===== src/rtl/frs_pkg.sv =====
package frs_pkg;

    typedef enum logic [2:0] {
        S_ARRAY    = 3'd0,
        S_IDENT    = 3'd1,
        S_STATUS   = 3'd2,
        S_QUERY    = 3'd3,
        S_PGM_WAIT = 3'd4
    } frs_state_e;

    typedef enum logic [1:0] {
        M_ARRAY  = 2'd0,
        M_IDENT  = 2'd1,
        M_STATUS = 2'd2,
        M_QUERY  = 2'd3
    } frs_mode_e;

    localparam logic [7:0] OP_RD_ARRAY  = 8'hFF;
    localparam logic [7:0] OP_RD_IDENT  = 8'h90;
    localparam logic [7:0] OP_RD_STATUS = 8'h70;
    localparam logic [7:0] OP_RD_QUERY  = 8'h98;
    localparam logic [7:0] OP_PROGRAM   = 8'h40;

    localparam int STATUS_READY_BIT = 7;

    // Read mode presented for each controller state
    function automatic frs_mode_e mode_of(input frs_state_e s);
        frs_mode_e m;
        unique case (s)
            S_ARRAY:    m = M_ARRAY;
            S_IDENT:    m = M_IDENT;
            S_STATUS:   m = M_STATUS;
            S_QUERY:    m = M_QUERY;
            S_PGM_WAIT: m = M_STATUS;
            default:    m = M_ARRAY;
        endcase
        return m;
    endfunction

endpackage


===== src/rtl/frs_cmd_fsm.sv =====
module frs_cmd_fsm
    import frs_pkg::*;
(
    input  logic       clk,
    input  logic       rst_n,
    input  logic       wr_fire,
    input  logic       busy,
    input  logic [7:0] code,
    output frs_mode_e  mode,
    output logic       pgm_start,
    output logic       pgm_wait,
    output logic       cmd_err
);

    frs_state_e st_q, st_nxt;
    logic       err_q, err_nxt;

    // State register
    always_ff @(posedge clk) begin
        if (!rst_n) begin
            st_q  <= S_ARRAY;
            err_q <= 1'b0;
        end else begin
            st_q  <= st_nxt;
            err_q <= err_nxt;
        end
    end

    // Next-state decode
    always_comb begin
        st_nxt    = st_q;
        err_nxt   = err_q;
        pgm_start = 1'b0;
        if (wr_fire && !busy) begin
            unique case (st_q)
                S_PGM_WAIT: begin
                    // launch: data write, never decoded as a command
                    st_nxt    = S_STATUS;
                    pgm_start = 1'b1;
                    err_nxt   = 1'b0;
                end
                default: begin
                    err_nxt = 1'b0;
                    unique case (code)
                        OP_RD_ARRAY:  st_nxt = S_ARRAY;
                        OP_RD_IDENT:  st_nxt = S_IDENT;
                        OP_RD_STATUS: st_nxt = S_STATUS;
                        OP_RD_QUERY:  st_nxt = S_QUERY;
                        OP_PROGRAM:   st_nxt = S_PGM_WAIT;
                        default:      err_nxt = 1'b1;
                    endcase
                end
            endcase
        end
    end

    // Outputs
    always_comb begin
        mode     = mode_of(st_q);
        pgm_wait = (st_q == S_PGM_WAIT);
        cmd_err  = err_q;
    end

endmodule


===== src/rtl/frs_busy_timer.sv =====
module frs_busy_timer #(
    parameter int CYCLES = 8
) (
    input  logic clk,
    input  logic rst_n,
    input  logic start,
    output logic busy
);

    localparam int CW = $clog2(CYCLES + 1);
    localparam logic [CW-1:0] LOAD = CW'(CYCLES);

    logic [CW-1:0] cnt_q;

    always_ff @(posedge clk) begin
        if (!rst_n) begin
            cnt_q <= '0;
        end else if (start) begin
            cnt_q <= LOAD;
        end else if (cnt_q != '0) begin
            cnt_q <= cnt_q - 1'b1;
        end
    end

    assign busy = (cnt_q != '0);

endmodule


===== src/rtl/frs_rdmux.sv =====
module frs_rdmux
    import frs_pkg::*;
#(
    parameter int          DW       = 16,
    parameter int          AW       = 8,
    parameter logic [15:0] MFR_CODE = 16'h0089,
    parameter logic [15:0] DEV_CODE = 16'h881E
) (
    input  logic          chip_en,
    input  frs_mode_e     mode,
    input  logic [AW-1:0] addr,
    input  logic [DW-1:0] arr_data,
    input  logic          busy,
    output logic [DW-1:0] rd_data
);

    localparam int OW = (AW < 8) ? AW : 8;

    logic [OW-1:0] ofs;
    logic [DW-1:0] id_word, q_word, st_word, sel;

    assign ofs = addr[OW-1:0];

    function automatic logic [15:0] query_word(input logic [7:0] o);
        logic [15:0] w;
        unique case (o)
            8'h10:   w = 16'h0051;
            8'h11:   w = 16'h0052;
            8'h12:   w = 16'h0059;
            8'h13:   w = 16'h0001;
            default: w = 16'h0000;
        endcase
        return w;
    endfunction

    always_comb begin
        id_word = '0;
        if (ofs == OW'(0))      id_word = DW'(MFR_CODE);
        else if (ofs == OW'(1)) id_word = DW'(DEV_CODE);
    end

    always_comb begin
        q_word = DW'(query_word(8'(ofs)));
    end

    always_comb begin
        st_word = '0;
        st_word[STATUS_READY_BIT] = !busy;
    end

    always_comb begin
        unique case (mode)
            M_ARRAY:  sel = arr_data;
            M_IDENT:  sel = id_word;
            M_STATUS: sel = st_word;
            M_QUERY:  sel = q_word;
            default:  sel = '0;
        endcase
        rd_data = chip_en ? sel : '0;
    end

endmodule


===== src/rtl/flash_read_state.sv =====
module flash_read_state
    import frs_pkg::*;
#(
    parameter int          DW         = 16,
    parameter int          AW         = 8,
    parameter int          PGM_CYCLES = 8,
    parameter logic [15:0] MFR_CODE   = 16'h0089,
    parameter logic [15:0] DEV_CODE   = 16'h881E
) (
    input  logic          clk,
    input  logic          rst_n,
    input  logic          chip_en,
    input  logic          wr_stb,
    input  logic [AW-1:0] addr,
    input  logic [7:0]    wdata,
    input  logic [DW-1:0] arr_data,
    output logic [DW-1:0] rd_data,
    output logic [1:0]    rd_mode,
    output logic          busy,
    output logic          cmd_err
);

    logic      wr_fire;
    logic      pgm_start;
    logic      pgm_wait;
    frs_mode_e mode;

    assign wr_fire = chip_en && wr_stb;

    frs_cmd_fsm u_fsm (
        .clk      (clk),
        .rst_n    (rst_n),
        .wr_fire  (wr_fire),
        .busy     (busy),
        .code     (wdata),
        .mode     (mode),
        .pgm_start(pgm_start),
        .pgm_wait (pgm_wait),
        .cmd_err  (cmd_err)
    );

    frs_busy_timer #(.CYCLES(PGM_CYCLES)) u_timer (
        .clk  (clk),
        .rst_n(rst_n),
        .start(pgm_start),
        .busy (busy)
    );

    frs_rdmux #(
        .DW(DW), .AW(AW), .MFR_CODE(MFR_CODE), .DEV_CODE(DEV_CODE)
    ) u_mux (
        .chip_en (chip_en),
        .mode    (mode),
        .addr    (addr),
        .arr_data(arr_data),
        .busy    (busy),
        .rd_data (rd_data)
    );

    assign rd_mode = mode;

endmodule


===== config.mk =====
export PLATFORM = sky130hd
export DESIGN_NAME = flash_read_state
export DESIGN_NICKNAME = d
export VERILOG_FILES = /design/src/rtl/frs_pkg.sv /design/src/rtl/frs_cmd_fsm.sv /design/src/rtl/frs_busy_timer.sv /design/src/rtl/frs_rdmux.sv /design/src/rtl/flash_read_state.sv
export SDC_FILE = /design/constraint.sdc
export NUM_CORES = 1
export LEC_CHECK = 0
export ABC_CLOCK_PERIOD_IN_PS = 2840
export BUFFER_PORTS_ARGS = -buffer_cell sky130_fd_sc_hd__buf_2
export CAP_MARGIN = 20
export CORE_MARGIN = 4
export CORE_UTILIZATION = 35
export CTS_CLUSTER_DIAMETER = 60
export DETAILED_ROUTE_END_ITERATION = 12
export PLACE_DENSITY = 0.71
export SKIP_CTS_REPAIR_TIMING = 1
export SLEW_MARGIN = 20
export SYNTH_ARGS = -nofsm -noshare
export SYNTH_HDL_FRONTEND = slang
export SYNTH_SLANG_ARGS = --single-unit

===== constraint.sdc =====
create_clock -name clk -period 2.84 [get_ports clk]
set_clock_uncertainty 0.1 [all_clocks]
set_input_delay 0.142 -clock clk [delete_from_list [all_inputs] [get_ports clk]]
set_output_delay 0.142 -clock clk [all_outputs]
set_load 0.01 [all_outputs]

==> metrics.md, run 1 <==
| Metric | Value |
|---|---|
| Post-Route WL | 2280 um |
| Count of cell types in the netlist | 46 |
| Slew @ Worst Pin | 910 ps |
| Fill cells | 234 |
| Clock Tree Buf Depth | 2 |
| Cell Chain, Critical Path | nor2_4 -> xor2_1 -> a32oi_1 -> a21boi_0 -> buf_2 |
| Slew Limit Fails | 0 |
| Final setup slack of the worst path | 542 ps |
| RR Startpoint | u_timer.cnt_q[0] |
| CP startpoint kind | flip-flop |
| Mapped Nets | 151 |
| Ports | 56 |
| Post-DP HPWL | 1900 um |
| Max Cap Viol | 0 |
| DRT iter0 DRCs | 36 |
| Reg2Reg Depth | 5 |
| # clock sinks | 8 |
| Final critical-path share of the clock period | 80.9% |
| H-tree depth | 1 |
| Crit-path slowest cell | xor2_1 |
| Post-route design area | 1130 sq um |
| Fin Hold WS | 46.4 ps |
| Clock slew at reported path FFs | 60 ps |
| Dpl ws | 818 ps |
| Area grow syn2layout | 35.4% |
| Cell Area, Synth | 837 sq um |
| Simple logic cell fraction of the synthesized area | 44.1% |
| Crit path buf inv count | 1 |
| Reg-to-reg slack, setup | 900 ps |
| Dpl cell area | 1110 sq um |
| Endpoint class of the critical path | output pin |
| Synthesis-stage register bit count | 8 |
| Status | complete, no violations |
| CP Depth | 5 |
| DRC viols | 0 |
| ANT cells | 0 |
| Crit path from | u_fsm.st_q[1] |
| Pwr dens | 426 nW/um^2 |
| Setup TNS | 0 ps |
| TritonCTS Buffers | 3 |
| Setup crit end | rd_data[3] |
| Wire length on met3 | 186 um |
| Slew margin rel. | 39.2% |
| Post-synth EDFFs | 0 |
| Top layer in use | met4 |
| Fmax | 435 MHz |
| First-pass GRT wire length | 3740 um |
| Fin util | 50.3% |
| Largest family of logic cells by synthesized area | simple AND/OR/NAND/NOR gates |
| Post-synth top flop | dfxtp_1 |
| Final min period | 2300 ps |
| DR vias/cell | 5.17 |
| Met1 wire length | 956 um |
| Initial antenna violation count | 0 |
| Asr flop ratio synth | 0% |
| Crit path required time | 2600 ps |
| Placed cells | 190 |
| Clock root buffer | clkbuf_4 |
| CTS tree | built |
| Final Setup Violations | 0 |
| Synth top area cells | dfxtp_1 19%, nand2_1 8.1%, a21boi_0 6.3% |
| Post-Synth XOR/XNOR Area | 4.19% |
| Yosys top cell area share | 19.1% |
| Pwr Total | 0.483 mW |
| Clk Latency, worst-skew pair | 260 ps |
| Largest net degree at the start of global routing | 19 |
| Drt wl/cell | 11.8 um |
| Critical path class | reg2out |
| Largest stage delay on the critical path | 720 ps |
| Die width | 56.9 um |
| Maximum VDD drop | 0.446 mV |
| Pleak | 0.588 nW |
| Cells after Synth | 113 |
| Row count | 17 |
| Yosys synthesis warning count | 0 |
| Final non-filler cell total | 193 |
| PortBufs | 55 |
| Routability cong. | 0.905 |
| Area share of fa/ha/maj cells after synthesis | 2.99% |
| Synth Area in Compound Gates | 23.5% |
| Kind of cell adding the most delay to the critical path | XOR/XNOR gates |
| Crit path max fanout | 15 |
| Via Count | 997 |
| Total congestion overflow | 0 |
| Critical path arrival | 2060 ps |
| Avg Inst Size Synth | 7.41 sq um |
| Overall Global Routing Usage | 14.1% |
| Final nets | 205 |
| Share of layout cells above drive strength 1 | 40.0% |
| Worst R2R End | u_fsm.st_q[2] |
| Chip height | 56.9 um |
| 1st-pass router iterations | 4 |
| Mux cell area share after synthesis | 0% |
| Metal2 WL | 1090 um |
| Core Area | 2250 sq um |
| Vias in the first global route | 909 |
| Final hold vios | 0 |
| RSZ-0062 raised after global routing | no |
| Worst hold path type | in2reg |
| Initial core utilization | 37.1% |
| Full die area | 3240 sq um |
| Area leader, netlist | dfxtp_1 |
| Antenna viol nets, final | 0 |
| Register area share after synthesis | 19.1% |
## cell families after synthesis
kind of cell | after synthesis
XOR/XNOR | 4
AND/OR/NAND/NOR | 63
adder cells (fa/ha/maj) | 2
buffers and inverters | 10
AO/OA/AOI/OAI | 26
flip-flops | 8
## registers in the layout (all words and copies together), names as in the netlist
| register | count |
|---|---|
| u_timer.cnt_q | 4 |
| u_fsm.cmd_err | 1 |
| u_fsm.st_q | 3 |
## power by group
part | total (mW) | leakage (nW) | internal (mW) | switching, mW
Clock | 0.0887 | 0.0138 | 0.0485 | 0.0403
Sequential | 0.160 | 0.0655 | 0.140 | 0.0195
Combinational | 0.235 | 0.508 | 0.108 | 0.127
Total | 0.483 | 0.588 | 0.296 | 0.187
## cell usage after synthesis, types with 2 or more instances
library cell	n
o21ai_0	6
nand3_1	4
and2_1	2
o211a_1	2
inv_1	4
and3_1	8
a21boi_0	7
ha_1	2
nor3_1	7
nand2_1	18
nor2_1	7
nor2b_1	2
xnor2_1	2
or4_4	2
xor2_1	2
dfxtp_1	8
## per-layer routing
metal	GRT usage [%]	up-vias
li1	-	515
met1	15.8	433
met2	24.3	42
met3	3.68	7
met4	6.95	0
met5	0	-
## worst min path at each step
stage               startpoint       endpoint  slack (ps)  depth (start not counted)
floorplan             wdata[6]  u_fsm.st_q[0]         140                          1
CTS                   wdata[6]  u_fsm.st_q[0]          40                          2
global route          wdata[6]  u_fsm.st_q[0]          50                          2
finish                wdata[6]  u_fsm.st_q[0]          50                          2
detailed placement    wdata[6]  u_fsm.st_q[0]         310                          2
global placement      wdata[6]  u_fsm.st_q[0]         310                          2
## layout make-up
cell class	count	area, sq um	share of cell area (%)
well taps	28	35.0	3.09
repair buffers	55	275	24.3
multi-input cells	95	626	55.2
flip-flops and latches	8	160	14.1
clock buffers	3	22.5	1.99
inverters	4	15.0	1.32
## layout by cell type, fill, tap and decap left out, types with 2 or more instances in the layout
cell      netlist  layout
nor3_1          7       7
and2_1          2       2
and3_1          8       8
xor2_1          2       2
o211a_1         2       2
nand2_1        18      18
xnor2_1         2       2
o21ai_0         6       6
buf_2           1      55
nor2_1          7       7
dfxtp_1         8       8
a21boi_0        7       7
inv_1           4       4
ha_1            2       2
nor2b_1         2       2
or4_4           2       2
nand3_1         4       4
clkbuf_4        0       3
Note: power is estimated with default switching activity, not from simulation.
==> inputs of run 2 (changes only) <==
- ABC_CLOCK_PERIOD_IN_PS: 2840 -> 2000
- PLACE_DENSITY: 0.71 -> 0.74
- clock period: 2.84 -> 2 ns (I/O delays scaled with it)
==> run 2 against run 1 <==
Net effect: the flow now finishes with violations (negative hold slack, negative setup slack); first-iteration DRC count decreased by 31%; core utilization increased by 2.4 points; sequential cell count unchanged; sequential power increased by 43%; worst setup slack got worse by 560 ps; critical path depth increased by 1; power increased by 49%; hold slack got worse by 47 ps; combinational power increased by 54%; global-route usage increased by 0.70 points; final cell count increased by 2.1%; die area unchanged; critical path type unchanged; largest cell class unchanged; largest power group unchanged; highest routed layer unchanged.
==> metrics.md, run 2 (synthesized netlist as in run 1, its figures left out) <==
| Metric | Value |
|---|---|
| Drt wl/cell | 12.7 um (+7.2%) |
| Final Setup Violations | 1 (+1) |
| RSZ-0062 raised after global routing | yes |
| DR vias/cell | 5.21 (+0.92%) |
| Slew margin rel. | 72.1% (+33 points) |
| Failing checks | negative hold slack, negative setup slack |
| Reg-to-reg slack, setup | 90 ps (-810 ps) |
| Total congestion overflow | 0 (unchanged) |
| CP Depth | 6 (+1) |
| Worst R2R End | u_fsm.st_q[2] |
| Post-DP HPWL | 1970 um (+3.5%) |
| Max Cap Viol | 0 (unchanged) |
| CP startpoint kind | flip-flop |
| DRC viols | 0 (unchanged) |
| TritonCTS Buffers | 3 (unchanged) |
| Ports | 56 (unchanged) |
| Maximum VDD drop | 0.624 mV (+40%) |
| Fmax | 495 MHz |
| Final min period | 2020 ps |
| Crit path required time | 1800 ps (-800 ps) |
| Final setup slack of the worst path | -18.8 ps (-561 ps) |
| Setup crit end | rd_data[7] |
| Routability cong. | 0.876 (-3.2%) |
| Crit path buf inv count | 1 (unchanged) |
| Status | finished, violations left |
| Cell Chain, Critical Path | nor2b_4 -> nand3_4 -> or4_4 -> o221ai_2 -> o211a_1 -> buf_6 |
| Fill cells | 217 (-7.3%) |
| Share of layout cells above drive strength 1 | 43.8% (+3.8 points) |
| Endpoint class of the critical path | output pin |
| Worst hold path type | in2reg |
| DRT iter0 DRCs | 25 (-31%) |
| Setup TNS | -18.8 ps (-18.8 ps) |
| Crit-path slowest cell | or4_4 |
| Fin Hold WS | -0.854 ps (-47.3 ps) |
| Crit path from | u_fsm.st_q[0] |
| Most frequent cells in the layout | 54 x buf_2, 18 x nand2_1, 8 x and3_1 |
| Largest Register | u_timer.cnt_q |
| Final critical-path share of the clock period | 101% |
| Via Count | 1027 (+3.0%) |
| # clock sinks | 8 (unchanged) |
| Critical path class | reg2out |
| RR Startpoint | u_timer.cnt_q[0] |
| ANT cells | 0 (unchanged) |
| Largest net degree at the start of global routing | 19 (unchanged) |
| Pwr dens | 607 nW/um^2 (+42%) |
| Area of the multi-input gates | 639 sq um (+2.2%) |
| Final nets | 209 (+2.0%) |
| Initial antenna violation count | 0 (unchanged) |
| Core Area | 2250 sq um (unchanged) |
| Final hold vios | 1 (+1) |
| Antenna viol nets, final | 0 (unchanged) |
| PortBufs | 55 (unchanged) |
| Clock root buffer | clkbuf_4 |
| Number of flip-flops in the largest register | 4 (unchanged) |
| Fin util | 52.7% (+2.4 points) |
| Pleak | 0.609 nW (+3.7%) |
| H-tree depth | 1 (unchanged) |
| Most common cell after layout, fill and taps aside | buf_2 |
| Crit path max fanout | 4 (-11) |
| Kind of cell adding the most delay to the critical path | simple AND/OR/NAND/NOR gates |
| Largest stage delay on the critical path | 450 ps (-270 ps) |
| Clock Tree Buf Depth | 2 (unchanged) |
| Slew Limit Fails | 0 (unchanged) |
| Initial core utilization | 37.1% (unchanged) |
| Clk Latency, worst-skew pair | 260 ps (about the same) |
| Overall Global Routing Usage | 14.8% (+0.70 points) |
| Area grow syn2layout | 41.9% |
| Sequential Area | 164 sq um (+2.3%) |
| Vias in the first global route | 956 (+5.2%) |
| 1st-pass router iterations | 4 (unchanged) |
| Critical path arrival | 1820 ps (-240 ps) |
| Slew @ Worst Pin | 415 ps (-495 ps) |
| Chip height | 56.9 um (unchanged) |
| First-pass GRT wire length | 3870 um (+3.5%) |
| Die width | 56.9 um (unchanged) |
| Row count | 17 (unchanged) |
| Reg2Reg Depth | 5 (unchanged) |
| Post-Route WL | 2500 um (+9.4%) |
| Clock slew at reported path FFs | 60 ps (about the same) |
| Full die area | 3240 sq um (unchanged) |
| CTS tree | built |
[run 2: worst register-to-register path, stage by stage, from the launching register on]
cell     delay [ps]
dfxtp_1         330
inv_1            90
ha_1            160
or3b_1          430
or2_1           320
a311o_1         370
[run 2: final cells by class]
cell class	instances	share of cell area (%)
Timing Repair Buffer	59	26.2
Tap cell	28	2.95
Multi-Input combinational cell	95	53.8
Inverter	4	1.26
Sequential cell	8	13.8
Clock buffer	3	1.90
[run 2: power breakdown]
group,internal [mW],leakage [nW],switching [mW]
logic,0.176,0.528,0.186
clock network,0.0690,0.0138,0.0601
registers,0.199,0.0670,0.0303
total,0.444,0.609,0.277
[run 2: how the worst min path moves through the flow]
stage	from	end	slack [ps]	depth (start not counted)
6_report	wdata[6]	u_fsm.st_q[0]	-0.9	2
5_1_grt	wdata[6]	u_fsm.st_q[0]	1	2
4_1_cts	wdata[6]	u_fsm.st_q[0]	0.1	2
3_5_place_dp	wdata[6]	u_fsm.st_q[0]	270	2
3_3_place_gp	wdata[6]	u_fsm.st_q[0]	270	2
2_1_floorplan	wdata[6]	u_fsm.st_q[0]	100	1
[run 2: stage by stage]
stage               power, mW  instances  cell area [sq um]  setup WS [ps]
floorplan               0.479        113                837            155
global placement        0.574        192               1130            190
detailed placement      0.588        192               1130            137
CTS                     0.719        195               1150          -92.8
global route            0.781        197               1190          -86.5
finish                  0.720        197               1190          -18.8
[run 2: per-layer routing]
metal,GRT usage [%],vias to the layer above,part of all wire [%]
met5,0,-,0
met4,3.97,0,0.92
met3,5.52,2,11
met2,26.4,45,48
met1,16.2,453,41
li1,-,527,-
==> inputs of run 3 (changes only) <==
- ABC_CLOCK_PERIOD_IN_PS: 2000 -> 2550
- PLACE_DENSITY: 0.74 -> 0.71
- clock period: 2 -> 2.55 ns (I/O delays scaled with it)
==> run 3 against run 2 <==
Net effect: the run now ends clean; sequential cell count stayed put; power is 25% lower; die area stayed put; largest cell class unchanged.
==> metrics.md, run 3 (synthesized netlist as in run 1, its figures left out) <==
| Metric | Value |
|---|---|
| Post-Route WL | 2500 um (unchanged) |
| Most frequent cells in the layout | 55 x buf_2, 18 x nand2_1, 8 x and3_1, 8 x dfxtp_1 |
| Vias in the first global route | 1024 (+7.1%) |
| DRT iter0 DRCs | 57 (+130%) |
| Crit path max fanout | 4 (unchanged) |
| Post-DP HPWL | 2090 um (+6.6%) |
| Setup TNS | 0 ps (+18.8 ps) |
| Full die area | 3240 sq um (unchanged) |
| Critical path class | reg2out |
| CP startpoint kind | flip-flop |
| Initial core utilization | 37.1% (unchanged) |
| Clk Latency, worst-skew pair | 250 ps (about the same) |
| Final setup slack of the worst path | 451 ps (+470 ps) |
| DR vias/cell | 5.24 (+0.56%) |
| Via Count | 1017 (-0.97%) |
| Reg2Reg Depth | 5 (unchanged) |
| Pwr dens | 474 nW/um^2 (-22%) |
| Final hold vios | 0 (-1) |
| RSZ-0062 raised after global routing | no |
| Max Cap Viol | 0 (unchanged) |
| Slew Limit Fails | 0 (unchanged) |
| Worst R2R End | u_fsm.st_q[2] |
| Post-route design area | 1140 sq um (-3.9%) |
| Largest Register | u_timer.cnt_q |
| Final critical-path share of the clock period | 82.3% |
| Fill cells | 245 (+13%) |
| Most common cell after layout, fill and taps aside | buf_2 |
| Final Setup Violations | 0 (-1) |
| Clock slew at reported path FFs | 60 ps (about the same) |
| 1st-pass router iterations | 4 (unchanged) |
| Share of layout cells above drive strength 1 | 40.4% (-3.4 points) |
| Row count | 17 (unchanged) |
| Hold Path Cell Cnt | 2 (unchanged) |
| Overall Global Routing Usage | 15.7% (+0.94 points) |
| ANT cells | 0 (unchanged) |
| TritonCTS Buffers | 3 (unchanged) |
| Worst hold path type | in2reg |
| Reg-to-reg slack, setup | 580 ps (+490 ps) |
| Slew @ Worst Pin | 340 ps (-74.6 ps) |
| Maximum VDD drop | 0.325 mV (-48%) |
| Ports | 56 (unchanged) |
| Crit path required time | 2320 ps (+520 ps) |
| Dpl cell area | 1120 sq um (-0.67%) |
| Clock Tree Buf Depth | 2 (unchanged) |
| Slew margin rel. | 77.3% (+5.2 points) |
| Die width | 56.9 um (unchanged) |
| Endpoint class of the critical path | output pin |
| Total congestion overflow | 0 (unchanged) |
| CTS tree | built |
| Area grow syn2layout | 36.3% |
| PortBufs | 55 (unchanged) |
| RR Startpoint | u_timer.cnt_q[0] |
| Clock root buffer | clkbuf_4 |
| First-pass GRT wire length | 4220 um (+9.1%) |
| Core Area | 2250 sq um (unchanged) |
| Critical path arrival | 1870 ps (+50 ps) |
| Final min period | 2100 ps |
| Status | complete, no violations |
| DRC viols | 0 (unchanged) |
| Hold Path Origin | wdata[6] |
| Fmax | 476 MHz |
| Dpl ws | 587 ps (+449 ps) |
| Final nets | 206 (-1.4%) |
| Drt wl/cell | 12.9 um (+1.5%) |
| Initial antenna violation count | 0 (unchanged) |
| Number of flip-flops in the largest register | 4 (unchanged) |
| Routability cong. | 0.824 (-5.9%) |
| Chip height | 56.9 um (unchanged) |
| # clock sinks | 8 (unchanged) |
| Antenna viol nets, final | 0 (unchanged) |
| H-tree depth | 1 (unchanged) |
| Worst hold path endpoint | u_fsm.st_q[0] |
| Pleak | 0.592 nW (-2.9%) |
| Largest net degree at the start of global routing | 19 (unchanged) |
run 3: cell count changes in the layout (fill, tap and decap cells not counted), sizes merged:
cell and change:
buf -3
run 3: final cells by class:
cell class	instances	area [sq um]	area share, %
multi-input cells	95	626	54.8
repair buffers	56	283	24.8
inverters	4	15.0	1.32
clock buffers	3	22.5	1.97
well taps	28	35.0	3.07
flip-flops and latches	8	160	14.0
run 3: worst max-delay path by stage:
| stage | start | end | slack [ps] |
|---|---|---|---|
| 2_1_floorplan | u_timer.cnt_q[0] | u_fsm.st_q[2] | 710 |
| 3_3_place_gp | u_timer.cnt_q[0] | u_fsm.st_q[2] | 670 |
| 3_5_place_dp | u_timer.cnt_q[0] | u_fsm.st_q[2] | 590 |
| 4_1_cts | u_fsm.st_q[0] | rd_data[7] | 450 |
| 5_1_grt | u_fsm.st_q[0] | rd_data[7] | 360 |
| 6_report | u_fsm.st_q[0] | rd_data[7] | 450 |
run 3: metal layers:
metal  GRT usage [%]  wire length [um]  up-vias
met2            28.1              1260       40
met3            2.99               183        4
li1                -                 -      516
met4            6.95                26        0
met5               0                 0        -
met1            17.9              1020      457
run 3: through the flow:
stage                     hold WS, ps  power [mW]  cells  util, %
after global routing             53.7       0.591    194     50.6
after detailed placement          295       0.448    191     49.6
final                            43.7       0.541    194     50.6
after floorplan                   128       0.375    113        -
after global placement            295       0.435    191     49.6
after CTS                        37.4       0.545    194     50.6
run 3: power breakdown:
part,internal (mW),switching [mW],leakage [nW]
Combinational,0.121,0.147,0.512
Sequential,0.156,0.0219,0.0655
Clock,0.0537,0.0406,0.0138
Total,0.331,0.209,0.592
run 3: critical path, cell delays in order, from the launching register on:
cell and delay (ps):
dfxtp_1 390, nor2b_4 190, nand3_2 100, or4_4 440, o221ai_1 180, o211a_1 190, buf_2 130
